File: config.mk
export PLATFORM = sky130hd
export DESIGN_NAME = chance_loop_shreg
export DESIGN_NICKNAME = d
export VERILOG_FILES = /design/src/rtl/clr_pkg.sv /design/src/rtl/clr_rst_sync.sv /design/src/rtl/clr_edge_rise.sv /design/src/rtl/clr_lfsr.sv /design/src/rtl/clr_shift_core.sv /design/src/rtl/chance_loop_shreg.sv
export SDC_FILE = /design/constraint.sdc
export NUM_CORES = 1
export LEC_CHECK = 0
export BUFFER_PORTS_ARGS = -buffer_cell sky130_fd_sc_hd__buf_4
export CAP_MARGIN = 20
export CORE_MARGIN = 5
export CORE_UTILIZATION = 52
export CTS_CLUSTER_DIAMETER = 150
export DETAILED_ROUTE_END_ITERATION = 10
export PLACE_DENSITY = 0.79
export SETUP_SLACK_MARGIN = 0.4
export SLEW_MARGIN = 20
export SYNTH_ARGS = -nofsm -noshare
export SYNTH_HDL_FRONTEND = slang
export SYNTH_SLANG_ARGS = --single-unit
File: constraint.sdc
create_clock -name clk -period 0.8 [get_ports clk]
set_input_delay 0.04 -clock clk [delete_from_list [all_inputs] [get_ports clk]]
set_output_delay 0.04 -clock clk [all_outputs]
set_load 0.02 [all_outputs]
File: src/rtl/clr_pkg.sv
package clr_pkg;
  typedef enum logic {
    DIR_FWD = 1'b0,
    DIR_REV = 1'b1
  } dir_t;

  typedef enum logic [1:0] {
    SRC_DATA  = 2'd0,
    SRC_LOOP  = 2'd1,
    SRC_XOR   = 2'd2,
    SRC_FORCE = 2'd3
  } src_t;
endpackage

File: src/rtl/clr_rst_sync.sv
module clr_rst_sync #(
  parameter int STAGES = 2
) (
  input  logic clk,
  input  logic rst_n,
  output logic rst_s_n
);
  logic [STAGES-1:0] chain_q;
  logic [STAGES-1:0] chain_d;

  always_comb begin
    chain_d = {chain_q[STAGES-2:0], 1'b1};
  end

  always_ff @(posedge clk or negedge rst_n) begin
    if (!rst_n) chain_q <= '0;
    else        chain_q <= chain_d;
  end

  assign rst_s_n = chain_q[STAGES-1];
endmodule

File: src/rtl/clr_edge_rise.sv
module clr_edge_rise #(
  parameter int W = 3
) (
  input  logic         clk,
  input  logic         rst_n,
  input  logic [W-1:0] level,
  output logic [W-1:0] rise
);
  logic [W-1:0] prev_q;
  logic [W-1:0] prev_d;

  always_comb begin
    prev_d = level;
  end

  always_ff @(posedge clk or negedge rst_n) begin
    if (!rst_n) prev_q <= '0;
    else        prev_q <= prev_d;
  end

  assign rise = level & ~prev_q;
endmodule

File: src/rtl/clr_lfsr.sv
module clr_lfsr #(
  parameter int         W    = 8,
  parameter logic [W-1:0] MASK = 8'hB8,
  parameter logic [W-1:0] SEED = 8'h01
) (
  input  logic         clk,
  input  logic         rst_n,
  input  logic         adv,
  output logic [W-1:0] state
);
  logic [W-1:0] state_q;
  logic [W-1:0] state_d;
  logic         fb;

  always_comb begin
    fb      = ^(state_q & MASK);
    state_d = state_q;
    if (adv) state_d = {state_q[W-2:0], fb};
  end

  always_ff @(posedge clk or negedge rst_n) begin
    if (!rst_n) state_q <= SEED;
    else        state_q <= state_d;
  end

  assign state = state_q;
endmodule

File: src/rtl/clr_shift_core.sv
module clr_shift_core
  import clr_pkg::*;
#(
  parameter int W  = 8,
  parameter int CW = 8,
  localparam int LW = $clog2(W)
) (
  input  logic          clk,
  input  logic          rst_n,
  input  logic          shift_en,
  input  logic          dir_flip,
  input  logic [LW-1:0] len_m1,
  input  logic [CW-1:0] chance,
  input  logic [CW-1:0] rnd,
  input  logic          data_bit,
  input  logic          force_en,
  input  logic          force_val,
  output logic [W-1:0]  stages,
  output logic          dir_rev
);
  localparam logic [LW-1:0] LAST = LW'(W - 1);

  logic [W-1:0]  stages_q, stages_d;
  dir_t          dir_q, dir_d;
  logic [LW-1:0] tap_idx;
  logic          tap_bit;
  logic [CW-1:0] thr_hi, thr_lo;
  src_t          src;
  logic          new_bit;

  // loop-point selection, mirrored in reverse
  always_comb begin
    if (dir_q == DIR_REV) tap_idx = LAST - len_m1;
    else                  tap_idx = len_m1;
    tap_bit = stages_q[tap_idx];
  end

  // chance-weighted source choice
  always_comb begin
    thr_hi = {chance[CW-2:0], 1'b1};
    thr_lo = {chance[CW-2:0], 1'b0};
    if (force_en)          src = SRC_FORCE;
    else if (chance[CW-1]) src = (rnd <= thr_hi) ? SRC_LOOP : SRC_DATA;
    else                   src = (rnd >  thr_lo) ? SRC_XOR  : SRC_DATA;
  end

  always_comb begin
    unique case (src)
      SRC_FORCE: new_bit = force_val;
      SRC_LOOP:  new_bit = tap_bit;
      SRC_XOR:   new_bit = data_bit ^ tap_bit;
      default:   new_bit = data_bit;
    endcase
  end

  // next state
  always_comb begin
    stages_d = stages_q;
    if (shift_en) begin
      if (dir_q == DIR_REV) stages_d = {new_bit, stages_q[W-1:1]};
      else                  stages_d = {stages_q[W-2:0], new_bit};
    end
    dir_d = dir_q;
    if (dir_flip) dir_d = (dir_q == DIR_REV) ? DIR_FWD : DIR_REV;
  end

  always_ff @(posedge clk or negedge rst_n) begin
    if (!rst_n) begin
      stages_q <= '0;
      dir_q    <= DIR_FWD;
    end else begin
      stages_q <= stages_d;
      dir_q    <= dir_d;
    end
  end

  assign stages  = stages_q;
  assign dir_rev = (dir_q == DIR_REV);
endmodule

File: src/rtl/chance_loop_shreg.sv
module chance_loop_shreg #(
  parameter int W  = 8,
  parameter int CW = 8,
  parameter int NW = 3,
  localparam int LW = $clog2(W)
) (
  input  logic          clk,
  input  logic          rst_n,
  input  logic          bus_clk,
  input  logic          data_in,
  input  logic          dir_button,
  input  logic          dir_trig,
  input  logic          wr_force_en,
  input  logic          wr_force_val,
  input  logic [LW-1:0] len_m1,
  input  logic [CW-1:0] chance,
  output logic [W-1:0]  stages,
  output logic          gate_out,
  output logic [NW-1:0] word_narrow,
  output logic [W-1:0]  word_wide
);
  logic          rst_s_n;
  logic [2:0]    rises;
  logic          bus_rise;
  logic          dir_flip;
  logic [CW-1:0] rnd;
  logic          dir_rev;

  clr_rst_sync #(.STAGES(2)) u_rst (
    .clk     (clk),
    .rst_n   (rst_n),
    .rst_s_n (rst_s_n)
  );

  clr_edge_rise #(.W(3)) u_edge (
    .clk   (clk),
    .rst_n (rst_s_n),
    .level ({dir_trig, dir_button, bus_clk}),
    .rise  (rises)
  );

  assign bus_rise = rises[0];
  assign dir_flip = rises[1] | rises[2];

  clr_lfsr #(.W(CW), .MASK(CW'(8'hB8)), .SEED(CW'(1))) u_lfsr (
    .clk   (clk),
    .rst_n (rst_s_n),
    .adv   (bus_rise),
    .state (rnd)
  );

  clr_shift_core #(.W(W), .CW(CW)) u_core (
    .clk       (clk),
    .rst_n     (rst_s_n),
    .shift_en  (bus_rise),
    .dir_flip  (dir_flip),
    .len_m1    (len_m1),
    .chance    (chance),
    .rnd       (rnd),
    .data_bit  (data_in),
    .force_en  (wr_force_en),
    .force_val (wr_force_val),
    .stages    (stages),
    .dir_rev   (dir_rev)
  );

  assign gate_out = stages[0] & bus_clk;

  for (genvar i = 0; i < W; i++) begin : g_wide
    assign word_wide[i] = stages[W-1-i];
  end
  for (genvar i = 0; i < NW; i++) begin : g_narrow
    assign word_narrow[i] = stages[NW-1-i];
  end
endmodule

# ---- Word-level counts from Yosys, hierarchy flattened
# Cells that the tools add are included.
dict set report word_totals {
  register_bits 22
}
dict set report op_classes {
  n_addsub 1
  n_lt_le_gt_ge 3
  eq_ne 3
  mux 10
  bitwise_logic 5
  n_reduce_logical 1
}
# operator count
set ops {}
lappend ops {{$gt A8 B8 Y1} 1}
lappend ops {{$le A8 B8 Y1} 1}
lappend ops {{$mux W8} 1}
lappend ops {{$reduce_xor A8 Y1} 1}
lappend ops {{$mux W2} 3}
lappend ops {{$eq A2 B2 Y1 const B} 2}
lappend ops {{$lt A3 B4 Y1 const B} 1}
lappend ops {{$and A3 B3 Y3} 1}
lappend ops {{$bmux W1 S3} 1}
lappend ops {{$mux W1} 3}
lappend ops {{$mux W3} 1}
lappend ops {{$not A3 Y3} 1}
lappend ops {{$pmux W1 S3} 1}
lappend ops {{$sub A3 B3 Y3 const A} 1}
lappend ops {{$eq A2 B1 Y1 const B} 1}
lappend ops {{$and A1 B1 Y1} 1}
lappend ops {{$or A1 B1 Y1} 1}
lappend ops {{$xor A1 B1 Y1} 1}

# ---- Depth between registers and ports, before layout
dict set report logic_depth {
  ltp_word 7
  depth_mapped 9
  depth_no_buf 9
}

# ---- By module
# Synthesis repeated with hierarchy kept, for this count alone.
dict set report hier_totals {
  hier_cells 150
  hier_area_um2 1492.7
}
# mod n_inst cells_each area_per_inst_um2 seq_area_each_um2
set modules_own_cells {}
lappend modules_own_cells {clr_shift_core 1 107 907.1 225.2}
lappend modules_own_cells {clr_lfsr 1 21 320.3 201.4}
lappend modules_own_cells {clr_edge_rise 1 6 116.4 75.1}
lappend modules_own_cells {chance_loop_shreg 1 13 95.1 0.0}
lappend modules_own_cells {clr_rst_sync 1 3 53.8 50.0}

# ---- Least setup slack after synthesis
# Ideal clock, no wire load.
dict set report synth_path {
  path_kind {register to register}
  start {register u_core.stages_q[3], in the netlist u_core.stages[3]}
  end {register u_core.stages_q[7], in the netlist u_core.stages[7]}
  setup_time_ns 0.151
  arrival_time_ns 2.156
  required_time_ns 0.649
  path_slack_ns -1.507
  stages_incl_launch_ff 8
  path_cell_list {dfrtp_1 -> or3b_1 -> a31oi_1 -> a21oi_1 -> a31o_1 -> or4_1 -> a311oi_2 -> a31oi_1}
}
dict set report synth_between {
  elab_chain_cells 5
}
# item line
set synth_lines {}
lappend synth_lines {{from (decl)} clr_shift_core.sv:23} ;# logic [W-1:0] stages_q, stages_d;
lappend synth_lines {{from (signal assigned)} clr_shift_core.sv:72} ;# stages_q <= stages_d;
lappend synth_lines {{$bmux W1 S3 *} clr_shift_core.sv:35} ;# tap_bit = stages_q[tap_idx];
lappend synth_lines {{$mux W1 (implied by the code) *} clr_shift_core.sv:35}
lappend synth_lines {{$xor A1 B1 Y1} clr_shift_core.sv:51} ;# SRC_XOR: new_bit = data_bit ^ tap_bit;
lappend synth_lines {{$pmux W1 S3 *} clr_shift_core.sv:48} ;# unique case (src)
lappend synth_lines {{$mux W8 *} clr_shift_core.sv:60} ;# if (dir_q == DIR_REV) stages_d = {new_bit, stages_q[W-1:1]};
# Mark *: on every way between the ends. The rest lies on a longest branch, timed or not. The select of a mux whose other input is x is not followed.
# A chain may end at the register's enable or synchronous reset.

# ---- Worst setup path in the final report
dict set report layout_path {
  start {register u_lfsr.state_q[6], in the netlist u_lfsr.state[6]}
  end {register u_core.stages_q[0], in the netlist u_core.stages[0]}
}
dict set report layout_between {
  elab_chain_cells 7
}
# item line
set layout_lines {}
lappend layout_lines {{from (decl)} clr_lfsr.sv:11} ;# logic [W-1:0] state_q;
lappend layout_lines {{from (signal assigned)} clr_lfsr.sv:23} ;# else state_q <= state_d;
lappend layout_lines {{$le A8 B8 Y1 or $gt A8 B8 Y1 (tied branches)} {clr_shift_core.sv:43, clr_shift_core.sv:44}}
lappend layout_lines {{$mux W1 or $mux W2 (tied branches)} {clr_shift_core.sv:43, clr_shift_core.sv:44}}
lappend layout_lines {{$mux W2 *} clr_shift_core.sv:43} ;# else if (chance[CW-1]) src = (rnd <= thr_hi) ? SRC_LOOP : SRC_DATA;
lappend layout_lines {{$mux W2 *} clr_shift_core.sv:42} ;# if (force_en) src = SRC_FORCE;
lappend layout_lines {{$eq A2 B2 Y1 or $eq A2 B1 Y1 (tied branches)} clr_shift_core.sv:48}
lappend layout_lines {{$pmux W1 S3 *} clr_shift_core.sv:48}
lappend layout_lines {{$mux W8 *} clr_shift_core.sv:60}
# Mark *: on every way between the ends. The rest lies on a longest branch, timed or not.

==> metrics.md <==
| Metric | Value |
|---|---|
| Unrepaired setup endpoints after global routing | yes |
| Num rows | 19 |
| Worst path max stage delay | 0.46 ns |
| Residual DRC | 0 |
| Synth top area cells | dfrtp_1 37%, ha_1 7.0%, mux2i_1 6.3% |
| CP Data Required Time | 0.99 ns |
| GRT Total Usage | 25.7% |
| Final Hold Viols | 3 |
| Area fraction of the dominant cell type after synthesis | 36.9% |
| CTS Root Cell | clkbuf_4 |
| Hold WS | -0.172 ns |
| Xor and xnor area share after synthesis | 2.46% |
| Post-DRT Antenna Nets | 0 |
| Cell Area, Synth | 1420 um2 |
| FF+latch count, synth | 22 |
| Clock latency at the later pin of the worst-skew pair | 0.32 ns |
| Yosys cell types | 40 |
| Layout area overhead | 68.7% |
| Area leader, netlist | dfrtp_1 |
| Initial antenna violation count | 0 |
| Register area share after synthesis | 38.8% |
| Final Max Tran Viols | 0 |
| Placed Cells | 236 |
| Min-delay worst type | in2reg |
| DIE WIDTH | 62.3 um |
| Die ar. | 3880 um2 |
| Setup crit end kind | register |
| Cells after synthesis | 153 |
| WHS Path Cells | 1 |
| Reg2Reg Depth | 8 |
| Top Family by Delay on Critical Path | simple AND/OR/NAND/NOR gates |
| Hold Path Sink | u_edge.prev_q[2] |
| DR pass1 iterations | 4 |
| Critical path's slowest cell | dfrtp_1 |
| R2R setup slack | -1.68 ns |
| Non-Filler Instances | 256 |
| Finished Core Util | 89.4% |
| Core area | 2690 um2 |
| Crit-path max FO | 3 |
| Leakage | 0.00115 uW |
| Final setup violating endpoints | 37 |
| Vias per cell | 5.96 |
| CTS Buf Count | 3 |
| Final Net Count | 253 |
| Worst vdd ir | 3.39 mV |
| Synth Area in Adders | 7.03% |
| Antenna fix cells | 0 |
| Via count | 1527 |
| Final WS setup | -1.68 ns |
| Post-DP Area | 1900 um2 |
| Clock Sinks | 22 |
| Clock Skew | 0.00951 ns |
| Largest family of logic cells by synthesized area | simple AND/OR/NAND/NOR gates |
| Worst hold path startpoint | dir_trig |
| Critical path, cell by cell | ha_4 > nand4_1 > buf_4 > or3_1 > nand3_1 > nand3_2 > a311oi_4 > a31oi_1 |
| Gr ovfl total | 0 |
| Hold_buf cts | 1 |
| Fraction of the mapped netlist area in compound gates | 13.3% |
| WL per Instance | 21.2 um |
| Clock-pin slew on the worst setup and hold paths | 0.14 ns |
| Startpoint Class | register |
| Design area | 2400 um2 |
| Minimum clock period | 2.48 ns |
| Setup TNS | -12.93 ns |
| Largest net degree at the start of global routing | 14 |
| Post-Route WL | 5420 um |
| Post-synthesis simple-gate area fraction | 15.8% |
| Achievable frequency | 404 MHz |
| Proportion of synthesized area in mux cells | 11.1% |
| R2R Path Start | u_lfsr.state[6] |
| Worst r2r dst | u_core.stages[0] |
| Max clock buf depth | 2 |
| Die Y-Extent | 62.3 um |
| First-pass GRT wire length | 7930 um |
| Final period util | 310% |
| Worst Path Arrival | 2.67 ns |
| Starting Density | 53.0% |
| Hpwl dp | 2570 um |
| # IOs | 39 |
| Syn Nets | 180 |
| # H-tree levels | 1 |
| Port buffer count | 38 |
| Max cap viols | 0 |
| Layout cells sized above 1 | 55.6% |
| Power Dens Cells | 3790 nW/um2 |
| CTS tree | built |
| Placer congestion estimate | 0.845 |
| CP Class | reg2reg |
| # fillers | 95 |
| Syn avg cell area | 9.31 um2 |
| Vias in the first global route | 1632 |
| Initial drt markers | 100 |
| CP bufs+invs | 1 |
| Violated checks | hold timing, setup timing |
| Yosys synthesis warning count | 0 |
| Status | finished with violations |
==> synthesized netlist by cell type <==
master,instances
a211oi_1,2
a21oi_1,5
a221oi_1,1
a311oi_1,1
a311oi_2,1
a31o_1,1
a31oi_1,3
a32oi_1,1
and2_1,1
and3_1,1
buf_1,1
buf_4,12
buf_6,1
clkbuf_1,4
conb_1,1
dfrtp_1,21
dfstp_2,1
ha_1,8
inv_1,10
inv_2,1
mux2_2,6
mux2i_1,9
nand2_1,12
nand2b_1,2
nand3_1,3
nand3b_1,2
nand4_1,1
nor2_1,10
nor2b_1,3
nor3_1,3
nor3b_1,1
nor4b_1,2
o21ai_0,3
o21ai_1,10
o22ai_1,1
o31a_1,1
or3_1,1
or3b_1,1
or4_1,1
xnor2_1,4
==> metal layers <==
layer  routed length [um]  global-route usage [%]  vias to the layer above  part of all wire (%)
met1                 1970                    26.9                      734                    36
met3                  331                    5.95                       34                   6.1
met5                    0                       0                        -                     0
met2                 2820                    43.9                       95                    52
li1                     -                       -                      664                     -
met4                  301                    19.4                        0                   5.6
==> through the flow <==
step                      power, uW  setup WS (ns)
after floorplan                4730          -1.33
after global placement         5910          -1.27
after detailed placement       6070          -1.34
after CTS                      8110          -1.31
after global routing           9570          -1.72
final                          9100          -1.68
==> worst register-to-register path, cell delays in order (launching register included) <==
cell,delay [ns]
dfrtp_1,0.46
ha_4,0.31
nand4_1,0.13
buf_4,0.18
or3_1,0.40
nand3_1,0.15
nand3_2,0.16
a311oi_4,0.39
a31oi_1,0.18
==> how the worst max path moves through the flow <==
stage,end,start,depth (start not counted)
final,u_core.stages[0],u_lfsr.state[6],8
after global placement,u_core.stages[7],u_lfsr.state[4],8
after CTS,u_core.stages[0],u_lfsr.state[3],8
after detailed placement,u_core.stages[0],u_lfsr.state[4],8
after floorplan,u_core.stages[7],u_core.stages[3],7
after global routing,u_core.stages[0],u_lfsr.state[4],9
==> power by group <==
group          internal (uW)  switching [uW]  total (uW)
registers               1540             408        1950
clock network            507             367         874
logic                   3300            2980        6280
total                   5350            3750        9100
==> logic make-up after synthesis <==
family	Yosys count
AO/OA/AOI/OAI	30
XOR/XNOR	4
adder cells (fa/ha/maj)	8
buffers and inverters	29
flip-flops	22
multiplexers	15
other	1
AND/OR/NAND/NOR	44
==> area by class of cell <==
type	instances	area [um2]	share of cell area [%]
Multi-Input combinational cell	103	887	36.9
Timing Repair Buffer	85	820	34.1
Sequential cell	22	561	23.3
Inverter	11	43.8	1.82
Tap cell	31	38.8	1.61
Clock inverter	1	30.0	1.25
Clock buffer	3	22.5	0.938
==> sequential cells by signal, summed over array words and instances (netlist names) <==
name	cells
u_rst.chain_q	2
u_edge.prev_q	3
u_lfsr.state	8
u_core.stages	8
u_core.dir_rev	1
==> layout by cell type, fill, tap and decap left out, types with 2 or more instances in the layout <==
master     count
mux2_2         2
ha_4           4
nand3_1        2
nor2b_1        2
a31oi_1        3
o21ai_0        2
dfrtp_1       14
dfrtp_2        7
o21ai_1        7
mux2_4         4
nand2b_4       2
nor3_1         3
ha_1           4
nor2_1         9
mux2i_1        9
nand3b_1       2
xnor2_2        2
clkbuf_16      2
xnor2_1        2
buf_6         35
clkbuf_4       3
buf_4         46
inv_1         10
a21oi_1        5
o21ai_2        3
nand2_1       11
==> timing repair <==
action	in CTS	in global routing
buffers inserted	9	2
pin swaps	5	6
gates cloned	3	1
hold endpoints to repair	5	3
gates resized for setup	47	19
setup endpoints to repair	39	58
Note: power is estimated with default switching activity, not from simulation.
